$ cat src/rtl/pcm_port_pkg.sv
package pcm_port_pkg;
  localparam int unsigned VOL_W = 3;
  localparam logic [VOL_W-1:0] VOL_UNITY = 3'b001;

  typedef enum logic {
    MODE_LIN = 1'b0,
    MODE_CMP = 1'b1
  } pcm_mode_e;
endpackage

$ cat src/rtl/pcm_frame_timer.sv
module pcm_frame_timer #(
  parameter int unsigned FRAME_LEN = 256,
  localparam int unsigned SLOT_W = $clog2(FRAME_LEN)
) (
  input  logic              clk_i,
  input  logic              rst_ni,
  input  logic              fsync_i,
  output logic              sync_det_o,
  output logic [SLOT_W-1:0] slot_o,
  output logic              frame_err_o
);
  localparam logic [SLOT_W-1:0] LAST = SLOT_W'(FRAME_LEN - 1);

  logic              fsync_q;
  logic              in_frame_q;
  logic [SLOT_W-1:0] slot_q;
  logic              err_q;
  logic              at_last;

  assign sync_det_o = fsync_i & ~fsync_q;
  assign at_last    = (slot_q == LAST);

  always_ff @(posedge clk_i or negedge rst_ni) begin
    if (!rst_ni) begin
      fsync_q    <= 1'b0;
      in_frame_q <= 1'b0;
      slot_q     <= '0;
      err_q      <= 1'b0;
    end else begin
      fsync_q <= fsync_i;
      if (sync_det_o) begin
        slot_q     <= '0;
        in_frame_q <= 1'b1;
        if (in_frame_q && !at_last) err_q <= 1'b1;
      end else if (in_frame_q) begin
        slot_q <= at_last ? '0 : slot_q + 1'b1;
        if (at_last) err_q <= 1'b1;  // period elapsed with no sync
      end
    end
  end

  assign slot_o      = slot_q;
  assign frame_err_o = err_q;
endmodule

$ cat src/rtl/pcm_tx_serializer.sv
module pcm_tx_serializer #(
  parameter int unsigned LIN_W = 13,
  parameter int unsigned CMP_W = 8
) (
  input  logic             clk_i,
  input  logic             rst_ni,
  input  logic             load_i,
  input  logic             cmp_i,
  input  logic [LIN_W-1:0] word_i,
  output logic             sd_o,
  output logic             oe_o
);
  localparam int unsigned CNT_W = $clog2(LIN_W + 1);
  localparam int unsigned PAD_W = LIN_W - CMP_W;

  logic [LIN_W-1:0] sh_q;
  logic [CNT_W-1:0] left_q;

  always_ff @(posedge clk_i or negedge rst_ni) begin
    if (!rst_ni) begin
      sh_q   <= '0;
      left_q <= '0;
    end else if (load_i) begin
      // companded code is left-aligned so the MSB tap is shared
      sh_q   <= cmp_i ? {word_i[CMP_W-1:0], {PAD_W{1'b0}}} : word_i;
      left_q <= cmp_i ? CNT_W'(CMP_W) : CNT_W'(LIN_W);
    end else if (left_q != '0) begin
      sh_q   <= sh_q << 1;
      left_q <= left_q - 1'b1;
    end
  end

  assign oe_o = (left_q != '0);
  assign sd_o = oe_o & sh_q[LIN_W-1];
endmodule

$ cat src/rtl/pcm_rx_deserializer.sv
module pcm_rx_deserializer
  import pcm_port_pkg::*;
#(
  parameter int unsigned LIN_W = 13,
  parameter int unsigned CMP_W = 8
) (
  input  logic             clk_i,
  input  logic             rst_ni,
  input  logic             load_i,
  input  logic             cmp_i,
  input  logic             sd_i,
  output logic [LIN_W-1:0] word_o,
  output logic [VOL_W-1:0] vol_o,
  output logic             valid_o
);
  localparam int unsigned RX_W  = LIN_W + VOL_W;
  localparam int unsigned CNT_W = $clog2(RX_W + 1);
  localparam int unsigned PAD_W = LIN_W - CMP_W;

  logic [RX_W-1:0]  sh_q;
  logic [CNT_W-1:0] left_q;
  logic             cmp_q;
  logic [LIN_W-1:0] word_q;
  logic [VOL_W-1:0] vol_q;
  logic             valid_q;
  logic [RX_W-1:0]  full;

  assign full = {sh_q[RX_W-2:0], sd_i};

  always_ff @(posedge clk_i or negedge rst_ni) begin
    if (!rst_ni) begin
      sh_q    <= '0;
      left_q  <= '0;
      cmp_q   <= 1'b0;
      word_q  <= '0;
      vol_q   <= VOL_UNITY;
      valid_q <= 1'b0;
    end else begin
      valid_q <= 1'b0;
      if (load_i) begin
        left_q <= cmp_i ? CNT_W'(CMP_W) : CNT_W'(RX_W);
        cmp_q  <= cmp_i;
      end else if (left_q != '0) begin
        sh_q   <= full;
        left_q <= left_q - 1'b1;
        if (left_q == CNT_W'(1)) begin
          valid_q <= 1'b1;
          if (cmp_q) begin
            word_q <= {{PAD_W{1'b0}}, full[CMP_W-1:0]};
            vol_q  <= VOL_UNITY;
          end else begin
            word_q <= full[RX_W-1:VOL_W];
            vol_q  <= full[VOL_W-1:0];
          end
        end
      end
    end
  end

  assign word_o  = word_q;
  assign vol_o   = vol_q;
  assign valid_o = valid_q;
endmodule

$ cat src/rtl/pcm_serial_port.sv
module pcm_serial_port
  import pcm_port_pkg::*;
#(
  parameter int unsigned FRAME_LEN = 256,
  parameter int unsigned LIN_W     = 13,
  parameter int unsigned CMP_W     = 8
) (
  input  logic             clk_i,
  input  logic             rst_ni,
  input  logic             fsync_i,
  input  logic             comp_sel_i,
  input  logic [LIN_W-1:0] tx_word_i,
  input  logic             rx_sd_i,
  output logic             tx_sd_o,
  output logic             tx_oe_o,
  output logic [LIN_W-1:0] rx_word_o,
  output logic [VOL_W-1:0] rx_vol_o,
  output logic             rx_valid_o,
  output logic             frame_err_o
);
  localparam int unsigned SLOT_W = $clog2(FRAME_LEN);

  logic              sync_det;
  logic [SLOT_W-1:0] slot;

  pcm_frame_timer #(.FRAME_LEN(FRAME_LEN)) u_timer (
    .clk_i      (clk_i),
    .rst_ni     (rst_ni),
    .fsync_i    (fsync_i),
    .sync_det_o (sync_det),
    .slot_o     (slot),
    .frame_err_o(frame_err_o)
  );

  pcm_tx_serializer #(.LIN_W(LIN_W), .CMP_W(CMP_W)) u_tx (
    .clk_i  (clk_i),
    .rst_ni (rst_ni),
    .load_i (sync_det),
    .cmp_i  (comp_sel_i == MODE_CMP),
    .word_i (tx_word_i),
    .sd_o   (tx_sd_o),
    .oe_o   (tx_oe_o)
  );

  pcm_rx_deserializer #(.LIN_W(LIN_W), .CMP_W(CMP_W)) u_rx (
    .clk_i  (clk_i),
    .rst_ni (rst_ni),
    .load_i (sync_det),
    .cmp_i  (comp_sel_i == MODE_CMP),
    .sd_i   (rx_sd_i),
    .word_o (rx_word_o),
    .vol_o  (rx_vol_o),
    .valid_o(rx_valid_o)
  );
endmodule

$ cat config.mk
export PLATFORM = sky130hd
export DESIGN_NAME = pcm_serial_port
export DESIGN_NICKNAME = d
export VERILOG_FILES = /design/src/rtl/pcm_port_pkg.sv /design/src/rtl/pcm_frame_timer.sv /design/src/rtl/pcm_tx_serializer.sv /design/src/rtl/pcm_rx_deserializer.sv /design/src/rtl/pcm_serial_port.sv
export SDC_FILE = /design/constraint.sdc
export NUM_CORES = 1
export LEC_CHECK = 0
export ABC_AREA = 1
export BUFFER_PORTS_ARGS = -buffer_cell sky130_fd_sc_hd__buf_2
export CAP_MARGIN = 0
export CORE_ASPECT_RATIO = 0.7
export CORE_MARGIN = 3
export CORE_UTILIZATION = 50
export CTS_CLUSTER_DIAMETER = 40
export DETAILED_ROUTE_END_ITERATION = 7
export PLACE_DENSITY = 0.77
export SYNTH_ARGS = -nofsm -noshare
export SYNTH_HDL_FRONTEND = slang
export SYNTH_HIERARCHICAL = 1
export SYNTH_SLANG_ARGS = --single-unit
$ cat constraint.sdc
create_clock -name clk_i -period 1.64 [get_ports clk_i]
set_input_delay 0.492 -clock clk_i [delete_from_list [all_inputs] [get_ports clk_i]]
set_output_delay 0.492 -clock clk_i [all_outputs]
set_load 0.005 [all_outputs]
==> results of run 1 <==
==> stage by stage <==
stage | hold slack, ns | power [uW] | util, % | std cells
after floorplan | 0.1964 | 3992 | - | 432
after global placement | 0.4393 | 4508 | 58.06 | 559
after detailed placement | 0.4543 | 4589 | 58.06 | 559
after CTS | 0.07437 | 6367 | 62.50 | 579
after global routing | 0.08203 | 6833 | 62.66 | 580
final | 0.07690 | 6364 | 62.66 | 580
==> timing repair <==
action | in CTS | in global routing
gates resized for setup | 5 | 1
setup endpoints to repair | 2 | 2
pin swaps | 2 | 0
gates cloned | 0 | 0
setup buffers | 4 | 1
==> critical path, cell delays in order (launching register included) <==
cell	delay (ns)
dfrtp_1	0.40
inv_2	0.09
ha_4	0.14
nand2_4	0.05
inv_2	0.05
nor2_2	0.03
buf_2	0.11
==> area by class of cell <==
class	instances	area, sq um
inverter	48	182.7
clock buffer	10	127.6
tap	91	113.9
timing repair buffer	55	370.4
multi-input combinational	304	1446
fill	536	2389
sequential	66	1653
clock inverter	6	113.9
==> flip-flops by register name, summed over array words and instances (netlist names), 3 cells and up <==
signal	count
u_rx/word_o	13
u_rx/sh_q	15
u_tx/sh_q	13
u_rx/vol_o	3
u_rx/left_q	5
u_tx/left_q	4
u_timer/slot_o	8
==> synthesized netlist by cell type, drive strengths merged <==
cell,count
nand2,206
dfrtp,65
inv,46
nor2,25
o21ai,21
nand3,19
nand4,17
buf,13
ha,5
a21oi,4
clkinv,2
nor3,2
o21a,2
xnor2,2
clkbuf,1
dfstp,1
xor2,1
==> how the worst max path moves through the flow <==
| stage | depth (start not counted) | endpoint | from | slack (ns) |
|---|---|---|---|---|
| 6_report | 6 | tx_sd_o | u_tx/left_q[1]$_DFFE_PN0P_ | -0.07 |
| 2_1_floorplan | 8 | u_rx/vol_o[1]$_DFFE_PN0P_ | fsync_i | 0.04 |
| 5_1_grt | 6 | tx_sd_o | u_tx/left_q[1]$_DFFE_PN0P_ | -0.16 |
| 4_1_cts | 6 | tx_sd_o | u_tx/left_q[1]$_DFFE_PN0P_ | -0.08 |
| 3_3_place_gp | 8 | u_tx/sh_q[8]$_DFFE_PN0P_ | fsync_i | 0.15 |
| 3_5_place_dp | 8 | u_tx/sh_q[7]$_DFFE_PN0P_ | fsync_i | 0.09 |
==> routing by layer <==
layer,GRT usage [%],vias to the layer above
li1,-,1446
met2,30.40,93
met4,6.047,0
met5,0,-
met1,26.82,1301
met3,6.341,13
==> where the power goes <==
part / total [uW] / internal [uW] / switching, uW
sequential: 2590 / 2180 / 411
combinational: 2120 / 867 / 1250
clock: 1660 / 1020 / 641
total: 6360 / 4060 / 2300
==> cells by family (layout without fill, tap and decap cells) <==
family | count (synthesis) | after routing
simple gates | 269 | 269
flops | 66 | 66
buf+inv | 62 | 119
compound gates | 27 | 27
fa+ha+maj | 5 | 5
xor+xnor | 3 | 3
==> placed cells by master (no fill, tap or decap), types with 4 or more instances in the layout <==
| master | n |
|---|---|
| buf_12 | 4 |
| nand2_2 | 5 |
| nor2_1 | 17 |
| clkbuf_8 | 9 |
| nand4_1 | 17 |
| a21oi_1 | 4 |
| dfrtp_1 | 65 |
| o21ai_1 | 13 |
| inv_2 | 9 |
| nand2_1 | 199 |
| inv_1 | 36 |
| buf_4 | 14 |
| buf_2 | 37 |
| ha_1 | 4 |
| nand3_1 | 17 |
| o21ai_0 | 5 |
==> out/results.txt, run 1 <==
Status: complete, but fails checks
Failing checks: setup timing
Worst-Margin Slew: 0.4264 ns
Area leader, netlist: dfrtp_1
Seq cells post-synth: 66
Worst r2r src: u_rx/left_q[0]$_DFFE_PN0P_
Met2 wire len: 3110 um
Layout Skew: 0.01135 ns
Setup WS post-layout: -0.06780 ns
Die span in x: 104.3 um
CTS tree: built
Synth Area in Compound Gates: 4.477%
DR vias: 2853
Hold Buf Count CTS: 0
Final TNS setup: -0.07352 ns
CP Max Fanout: 3
Synth Area in XOR/XNOR: 0.7769%
WL met1: 3584 um
Worst-Skew Late Latency: 0.34 ns
Fmax: 585.5 MHz
Largest family of logic cells by synthesized area: simple AND/OR/NAND/NOR gates
Area share of the leading cell type in the synthesized netlist: 48.09%
Fin crit share: 104.1%
Post-Synth Adder-Cell Area: 1.850%
Finished Cell Area: 4008 sq um
Mean Syn Cell Area: 7.829 sq um
Area growth syn-to-layout: 18.50%
Ranking of synthesized cells by area: dfrtp_1 (48%), nand2_1 (22%), inv_1 (4.3%)
FF-to-FF End: u_rx/sh_q[14]$_DFFE_PN0P_
Area of placed instances: 3714 sq um
Critical Path AT: 1.22 ns
DRC Markers: 0
Final nets: 507
DR top layer: met4
Met3 WL: 438 um
Layout cell share with drive strength beyond 1: 20.86%
Maximum VDD drop: 0.5891 mV
Post-Synthesis Cells: 432
Max Buffers Root-to-Sink: 2
Critical path class: flop to output pin
Largest net degree at the start of global routing: 23
Vias in the first global route: 2656
Initial drt markers: 216
Post-synthesis mux area share: 0%
RSZ-0062 raised after global routing: yes
Row count: 24
Pre-antenna DRT Iters: 5
IO Count: 38
Setup crit end kind: output pin
Total wire length: 7227 um
Max capacitance violation total: 0
Total core area: 6396 sq um
N_diodes: 0
Worst R2R Path Depth: 7
Full die area: 7803 sq um
CP startpoint kind: flop
Routability Congestion: 0.8541
Port buffer count: 37
Place WS: 0.09167 ns
CTS clk-pin slew, worst paths: 0.08 ns
Dpl hpwl: 5105 um
Initial antenna violation count: 0
Sequential fraction of the synthesis area: 48.87%
Final setup vio count: 2
Num Clock Sinks: 66
Vias per inst: 4.919
First-pass GRT wire length: 12210 um
Worst R2R Setup Slack: 0.20 ns
Hold WC Path Type: input pin to asynchronous set/reset pin
Synth Area in Simple Gates: 35.22%
Overflow left after global routing: 0
Wire per inst: 12.46 um
Initial Util: 52.88%
Rel. slew slack: 71.57%
Req. time, crit path: 1.15 ns
H-Tree Depth: 3
CTS Buf Count: 9
Library cells used by synthesis: 29
Ys Warns: 6
Power Dens Cells: 1588 nW/um^2
LEAKAGE: 0.002203 uW
CTS root buf: clkbuf_8
Endpoints failing hold: 0
Syn_nets: 455
Synthesized area: 3382 sq um
Antenna viol nets, final: 0
Slew Viols, Final: 0
Die extent in y: 74.81 um
Tot GR Track Use: 19.65%
Tmin final: 1.708 ns
Power figures use the tool's default switching activity.
==> run 2: changes to the inputs <==
- clock period: 1.64 -> 1.9 ns (I/O delays scaled with it)
==> run 2 against run 1 <==
Effect of this change: the run now ends clean; first-iteration DRC count rose by 30%; clock-buffer cell count did not move; sequential cell count did not move; worst setup slack improved by 0.15 ns; hold slack improved by 0.089 ns; critical path depth did not move; largest cell class unchanged; largest power group unchanged.
==> out/results.txt, run 2 (synthesis gave the netlist of run 1 again) <==
Largest Register: u_rx/sh_q
Vias per inst: 5.054 (+2.7%)
Status: completed
Hold WC Path Type: input pin to asynchronous set/reset pin
N_diodes: 0 (unchanged)
Area growth syn-to-layout: 16.69%
Logic gate share of total power: 33.8% (+0.5 points)
DRC Markers: 0 (unchanged)
Full die area: 7803 sq um (unchanged)
CTS clk-pin slew, worst paths: 0.07 ns (about the same)
Fin crit share: 95.91%
Pwr Total: 5310 uW (-17%)
Initial antenna violation count: 0 (unchanged)
Final TNS setup: 0 ns (+0.07352 ns)
Wire per inst: 12.25 um (-1.7%)
Worst-Margin Slew: 0.4387 ns (+0.01233 ns)
GRT Max-Usage Layer: met2
Maximum VDD drop: 0.3984 mV (-32%)
Max FFs per register: 15 (unchanged)
Initial Util: 52.88% (unchanged)
P_sw: 1977 uW (-14%)
CP startpoint kind: flop
Tmin final: 1.822 ns
M2 GR Usage: 31.62% (+1.2 points)
Initial drt markers: 281 (+30%)
CTS Buf Count: 9 (unchanged)
LEAKAGE: 0.002186 uW (-0.80%)
Layout cell share with drive strength beyond 1: 19.92% (-0.94 points)
Total core area: 6396 sq um (unchanged)
Sequential fraction of design power: 42.3% (+1.6 points)
Fin cells: 578 (-0.34%)
Critical Path AT: 1.25 ns (+0.03 ns)
Fmax: 548.8 MHz
Hold WS: 0.1660 ns (+0.08914 ns)
Int Power: 3333 uW (-18%)
Layout Skew: 0.006341 ns (-0.005007 ns)
Max Buffers Root-to-Sink: 2 (unchanged)
Clk network pwr share: 23.9% (-2.1 points)
Most frequent cells in the layout: nand2_1 (199), dfrtp_1 (65), inv_1 (38)
Sw Ratio: 37.23% (+1.1 points)
First-pass GRT wire length: 12360 um (+1.3%)
Max capacitance violation total: 0 (unchanged)
Total wire length: 7082 um (-2.0%)
Antenna viol nets, final: 0 (unchanged)
Global Route met1 Usage: 26.55% (-0.27 points)
IO Count: 38 (unchanged)
Num Clock Sinks: 66 (unchanged)
Routability Congestion: 0.8320 (-2.6%)
Die span in x: 104.3 um (unchanged)
DR vias: 2921 (+2.4%)
Rel. slew slack: 70.75% (-0.82 points)
Endpoints failing hold: 0 (unchanged)
Met3 Use GR: 6.084% (-0.26 points)
Slew Viols, Final: 0 (unchanged)
Hold Buf Count CTS: 0 (unchanged)
Slowest stage cell, crit path: dfrtp_1
H-Tree Depth: 3 (unchanged)
Vias in the first global route: 2748 (+3.5%)
Largest net degree at the start of global routing: 24 (+4.3%)
Dpl hpwl: 4899 um (-4.0%)
Commonest non-fill, non-tap cell in the layout: nand2_1
Tot GR Track Use: 19.87% (+0.23 points)
Final nets: 505 (-0.39%)
Pre-antenna DRT Iters: 5 (unchanged)
CTS tree: built
Port buffer count: 37 (unchanged)
Power Dens Cells: 1346 nW/um^2 (-15%)
Final setup vio count: 0 (-2)
Worst-Skew Late Latency: 0.34 ns (about the same)
CTS root buf: clkbuf_8
CP Max Fanout: 4 (+1)
Overflow left after global routing: 0 (unchanged)
Crit path largest cell delay: 0.40 ns (about the same)
Crit-path cells: inv_2 -> ha_4 -> nand2_4 -> inv_1 -> nor2_1 -> buf_2
Critical path class: flop to output pin
Req. time, crit path: 1.33 ns (+0.18 ns)
Die extent in y: 74.81 um (unchanged)
Setup crit end kind: output pin
Row count: 24 (unchanged)
Dpl cells: 557 (-0.36%)
run 2: changes by cell type in the layout (fill, tap and decap cells not counted), sizes merged:
| cell | delta |
|---|---|
| inv | -1 |
| clkinvlp | -1 |
| bufinv | -1 |
| buf | -2 |
| clkinv | +3 |
run 2: layer usage:
layer / routed length, um / up-vias / share of wire (%)
met5: 0 / - / 0
met4: 104 / 0 / 1.5
met3: 452 / 12 / 6.4
met2: 3129 / 105 / 44
met1: 3396 / 1358 / 48
li1: - / 1446 / -
run 2: power by group through the flow:
stage,logic [uW],registers (uW),clock network [uW]
after global routing,2060,2310,1360
after global placement,1630,2240,0
after CTS,1730,2240,1300
after detailed placement,1700,2250,0
after floorplan,1250,2200,0
final,1790,2250,1270
run 2: layout make-up:
cell class / instances / area (sq um)
sequential: 66 / 1653
clock buffer: 10 / 127.6
multi-input combinational: 304 / 1444
fill: 541 / 2450
tap: 91 / 113.9
timing repair buffer: 53 / 342.8
inverter: 48 / 182.7
clock inverter: 6 / 82.58
run 2: what timing repair did:
| action | 4_1_cts | 5_1_grt |
|---|---|---|
| gates resized for setup | 1 | 2 |
| pin swaps | 1 | 0 |
| setup endpoints to repair | 2 | 1 |
| buffers inserted | 2 | 3 |
run 2: path summary, 6_finish.rpt:
| path | to | slack, ns | depth (start not counted) | from |
|---|---|---|---|---|
| worst max-delay path | tx_sd_o | 0.08 | 6 | u_tx/left_q[0]$_DFFE_PN0P_ |
| worst min-delay path | u_tx/sh_q[10]$_DFFE_PN0P_ | 0.17 | 1 | rst_ni |
| worst max register to register | u_rx/sh_q[9]$_DFFE_PN0P_ | 0.20 | 7 | u_rx/left_q[0]$_DFFE_PN0P_ |
| worst min register to register | u_timer/frame_err_o$_DFFE_PN0P_ | 0.46 | 2 | u_timer/frame_err_o$_DFFE_PN0P_ |
| max in group asynchronous | u_rx/sh_q[14]$_DFFE_PN0P_ | 1.25 | 2 | rst_ni |
| min in group clk_i | u_timer/fsync_q$_DFF_PN0_ | 0.34 | 1 | fsync_i |
run 2: worst max-delay path: cells and delay by family, from the launching register on:
family | cells | cell delay, ns
AND/OR/NAND/NOR | 2 | 0.09
flip-flops | 1 | 0.40
buffers and inverters | 3 | 0.28
adder cells (fa/ha/maj) | 1 | 0.15
run 2: metrics by stage:
stage / instance area (sq um) / util, % / worst slack [ns]
final: 3946 / 61.70 / 0.07773
after global routing: 3946 / 61.70 / -0.005187
after CTS: 3911 / 61.15 / 0.02420
after detailed placement: 3686 / 57.63 / 0.1696
after global placement: 3686 / 57.63 / 0.1883
after floorplan: 3382 / - / 0.2184
==> run 3: changes to the inputs <==
- CELL_PAD_IN_SITES_DETAIL_PLACEMENT: unset -> 0
- CELL_PAD_IN_SITES_GLOBAL_PLACEMENT: unset -> 2
- CORE_UTILIZATION: 50 -> 34
- PLACE_DENSITY: 0.77 -> 0.86
==> run 3 against run 2 <==
Effect of this change: via count is 4.8% lower; critical endpoint unchanged; clock skew increased by 0.0011 ns; clock-buffer cell count stayed put; utilization decreased by 19 points; hold slack improved by 0.071 ns; non-clock buffer count decreased by 5; power increased by 3.8%; cell count up 4.8%; routed wire length grew 5.4%; register-to-register slack gained 0.13 ns.
==> out/results.txt, run 3 (synthesis gave the netlist of run 1 again) <==
Status: completed
Crit path largest cell delay: 0.36 ns (-0.04 ns)
Max FFs per register: 15 (unchanged)
GRT Max-Usage Layer: met2
Worst-Margin Slew: 0.3656 ns (-0.07316 ns)
H-Tree Depth: 3 (unchanged)
Pre-antenna DRT Iters: 4 (-1)
Worst-Skew Late Latency: 0.34 ns (about the same)
FF-to-FF End: u_rx/sh_q[2]$_DFFE_PN0P_
Crit. Startpoint: u_tx/left_q[1]$_DFFE_PN0P_
Levels on crit path: 6 (unchanged)
Wire per inst: 12.32 um (+0.56%)
CTS tree: built
Sequential fraction of design power: 40.7% (-1.6 points)
Max Buffers Root-to-Sink: 2 (unchanged)
Clk network pwr share: 27.8% (+3.9 points)
Met3 Use GR: 5.313% (-0.77 points)
Dpl cells: 586 (+5.2%)
Fillers: 963 (+78%)
Worst R2R Path Depth: 7 (unchanged)
Endpoints failing hold: 0 (unchanged)
Die extent in y: 89.45 um (+20%)
Fmax: 553.2 MHz (+0.81%)
Port buffer count: 37 (unchanged)
Routability Congestion: 0.8014 (-3.7%)
Tmin final: 1.808 ns (-0.01464 ns)
Antenna viol nets, final: 0 (unchanged)
Row count: 29 (+21%)
CTS clk-pin slew, worst paths: 0.06 ns (about the same)
CTS root buf: clkbuf_16
Hold WS: 0.2374 ns (+0.07136 ns)
Max capacitance violation total: 0 (unchanged)
Full die area: 11200 sq um (+44%)
CTS Buf Count: 9 (unchanged)
Buffer and inverter count on the worst path: 3 (unchanged)
P_sw: 2010 uW (+1.7%)
Initial antenna violation count: 0 (unchanged)
Req. time, crit path: 1.33 ns (about the same)
CP startpoint kind: flop
Total wire length: 7467 um (+5.4%)
Vias per inst: 4.589 (-9.2%)
IO Count: 38 (unchanged)
Num Clock Sinks: 66 (unchanged)
Final TNS setup: 0 ns (unchanged)
Tot GR Track Use: 14.51% (-5.4 points)
Initial drt markers: 161 (-43%)
Final setup vio count: 0 (unchanged)
Dpl hpwl: 5087 um (+3.8%)
Most frequent cells in the layout: nand2_1 (199), dfrtp_1 (65), inv_1 (38)
Setup crit end kind: output pin
Fin crit share: 95.14% (-0.77 points)
Slew Viols, Final: 0 (unchanged)
Critical path class: flop to output pin
First-pass GRT wire length: 12810 um (+3.6%)
Logic gate share of total power: 31.5% (-2.3 points)
Sw Ratio: 36.45% (-0.78 points)
Worst R2R Setup Slack: 0.33 ns (+0.13 ns)
Largest net degree at the start of global routing: 67 (+180%)
LEAKAGE: 0.002190 uW (+0.22%)
Die span in x: 125.2 um (+20%)
Overflow left after global routing: 0 (unchanged)
Area growth syn-to-layout: 18.91%
Worst r2r src: u_rx/left_q[1]$_DFFE_PN0P_
Crit-path cells: inv_1 -> ha_4 -> nand2_4 -> inv_1 -> nor2_1 -> buf_2
Hold WC Path Type: input pin to asynchronous set/reset pin
Total core area: 9361 sq um (+46%)
Power Dens Cells: 1371 nW/um^2 (+1.9%)
Largest Register: u_rx/sh_q
Rel. slew slack: 75.63% (+4.9 points)
M2 GR Usage: 22.18% (-9.4 points)
DR vias: 2781 (-4.8%)
N_diodes: 0 (unchanged)
Maximum VDD drop: 0.5356 mV (+34%)
Vias in the first global route: 2634 (-4.1%)
Critical Path AT: 1.24 ns (about the same)
Layout cell share with drive strength beyond 1: 19.29% (-0.62 points)
Commonest non-fill, non-tap cell in the layout: nand2_1
Largest delay share family, worst path: flip-flops
Global Route met1 Usage: 19.30% (-7.2 points)
Slowest stage cell, crit path: dfrtp_1
Initial Util: 36.13% (-17 points)
Fin cells: 606 (+4.8%)
Int Power: 3503 uW (+5.1%)
DRC Markers: 0 (unchanged)
Most used cell, CP: inv_1
Hold Buf Count CTS: 0 (unchanged)
Layout Skew: 0.007443 ns (+0.001103 ns)
Final nets: 500 (-0.99%)
CP Max Fanout: 3 (-1)
-- run 3: final cells by class --
| type | instances | area, sq um | share of cell area [%] |
|---|---|---|---|
| well taps | 124 | 155.1 | 3.858 |
| flip-flops and latches | 66 | 1653 | 41.10 |
| multi-input cells | 304 | 1444 | 35.91 |
| inverters | 48 | 182.7 | 4.543 |
| clock inverters | 6 | 42.54 | 1.058 |
| clock buffers | 10 | 239.0 | 5.943 |
| repair buffers | 48 | 305.3 | 7.592 |
-- run 3: metal layers --
| layer | part of all wire (%) | routed length [um] | up-vias |
|---|---|---|---|
| li1 | - | - | 1439 |
| met1 | 53 | 3931 | 1294 |
| met2 | 42 | 3099 | 41 |
| met3 | 4.6 | 346 | 7 |
| met4 | 1.2 | 90 | 0 |
| met5 | 0 | 0 | - |
-- run 3: how the worst max path moves through the flow --
stage	slack (ns)	to
2_1_floorplan	0.22	u_rx/vol_o[1]$_DFFE_PN0P_
3_3_place_gp	0.27	u_tx/sh_q[11]$_DFFE_PN0P_
3_5_place_dp	0.19	u_tx/sh_q[3]$_DFFE_PN0P_
4_1_cts	0.04	tx_sd_o
5_1_grt	-0.01	tx_sd_o
6_report	0.09	tx_sd_o
-- run 3: power by group through the flow --
| stage | combinational, uW | sequential [uW] | clock (uW) |
|---|---|---|---|
| 2_1_floorplan | 1250 | 2200 | 0 |
| 3_3_place_gp | 1650 | 2250 | 0 |
| 3_5_place_dp | 1670 | 2260 | 0 |
| 4_1_cts | 1690 | 2240 | 1610 |
| 5_1_grt | 2000 | 2320 | 1670 |
| 6_report | 1740 | 2240 | 1530 |
-- run 3: timing repair --
action | in CTS | in global routing
resized for setup | 1 | 2
pin swaps | 1 | 1
setup endpoints to repair | 1 | 1
endpoints found under the hold margin | 0 | 0
buffers inserted | 1 | 3
-- run 3: metrics by stage --
step,area (sq um),utilization [%],total power [uW],setup WS (ns)
floorplan,3382,-,3446,0.2184
global placement,3697,39.49,3901,0.2659
detailed placement,3697,39.49,3936,0.1925
CTS,3986,42.58,5544,0.03929
global route,4021,42.96,5987,-0.01489
finish,4021,42.96,5513,0.09238
-- run 3: worst register-to-register path: stages (launching register included) --
cell and delay (ns):
dfrtp_1 0.37, inv_1 0.12, ha_1 0.28, nand3_4 0.26
nand2_4 0.17, buf_12 0.17, nand2_1 0.07, o21ai_1 0.07
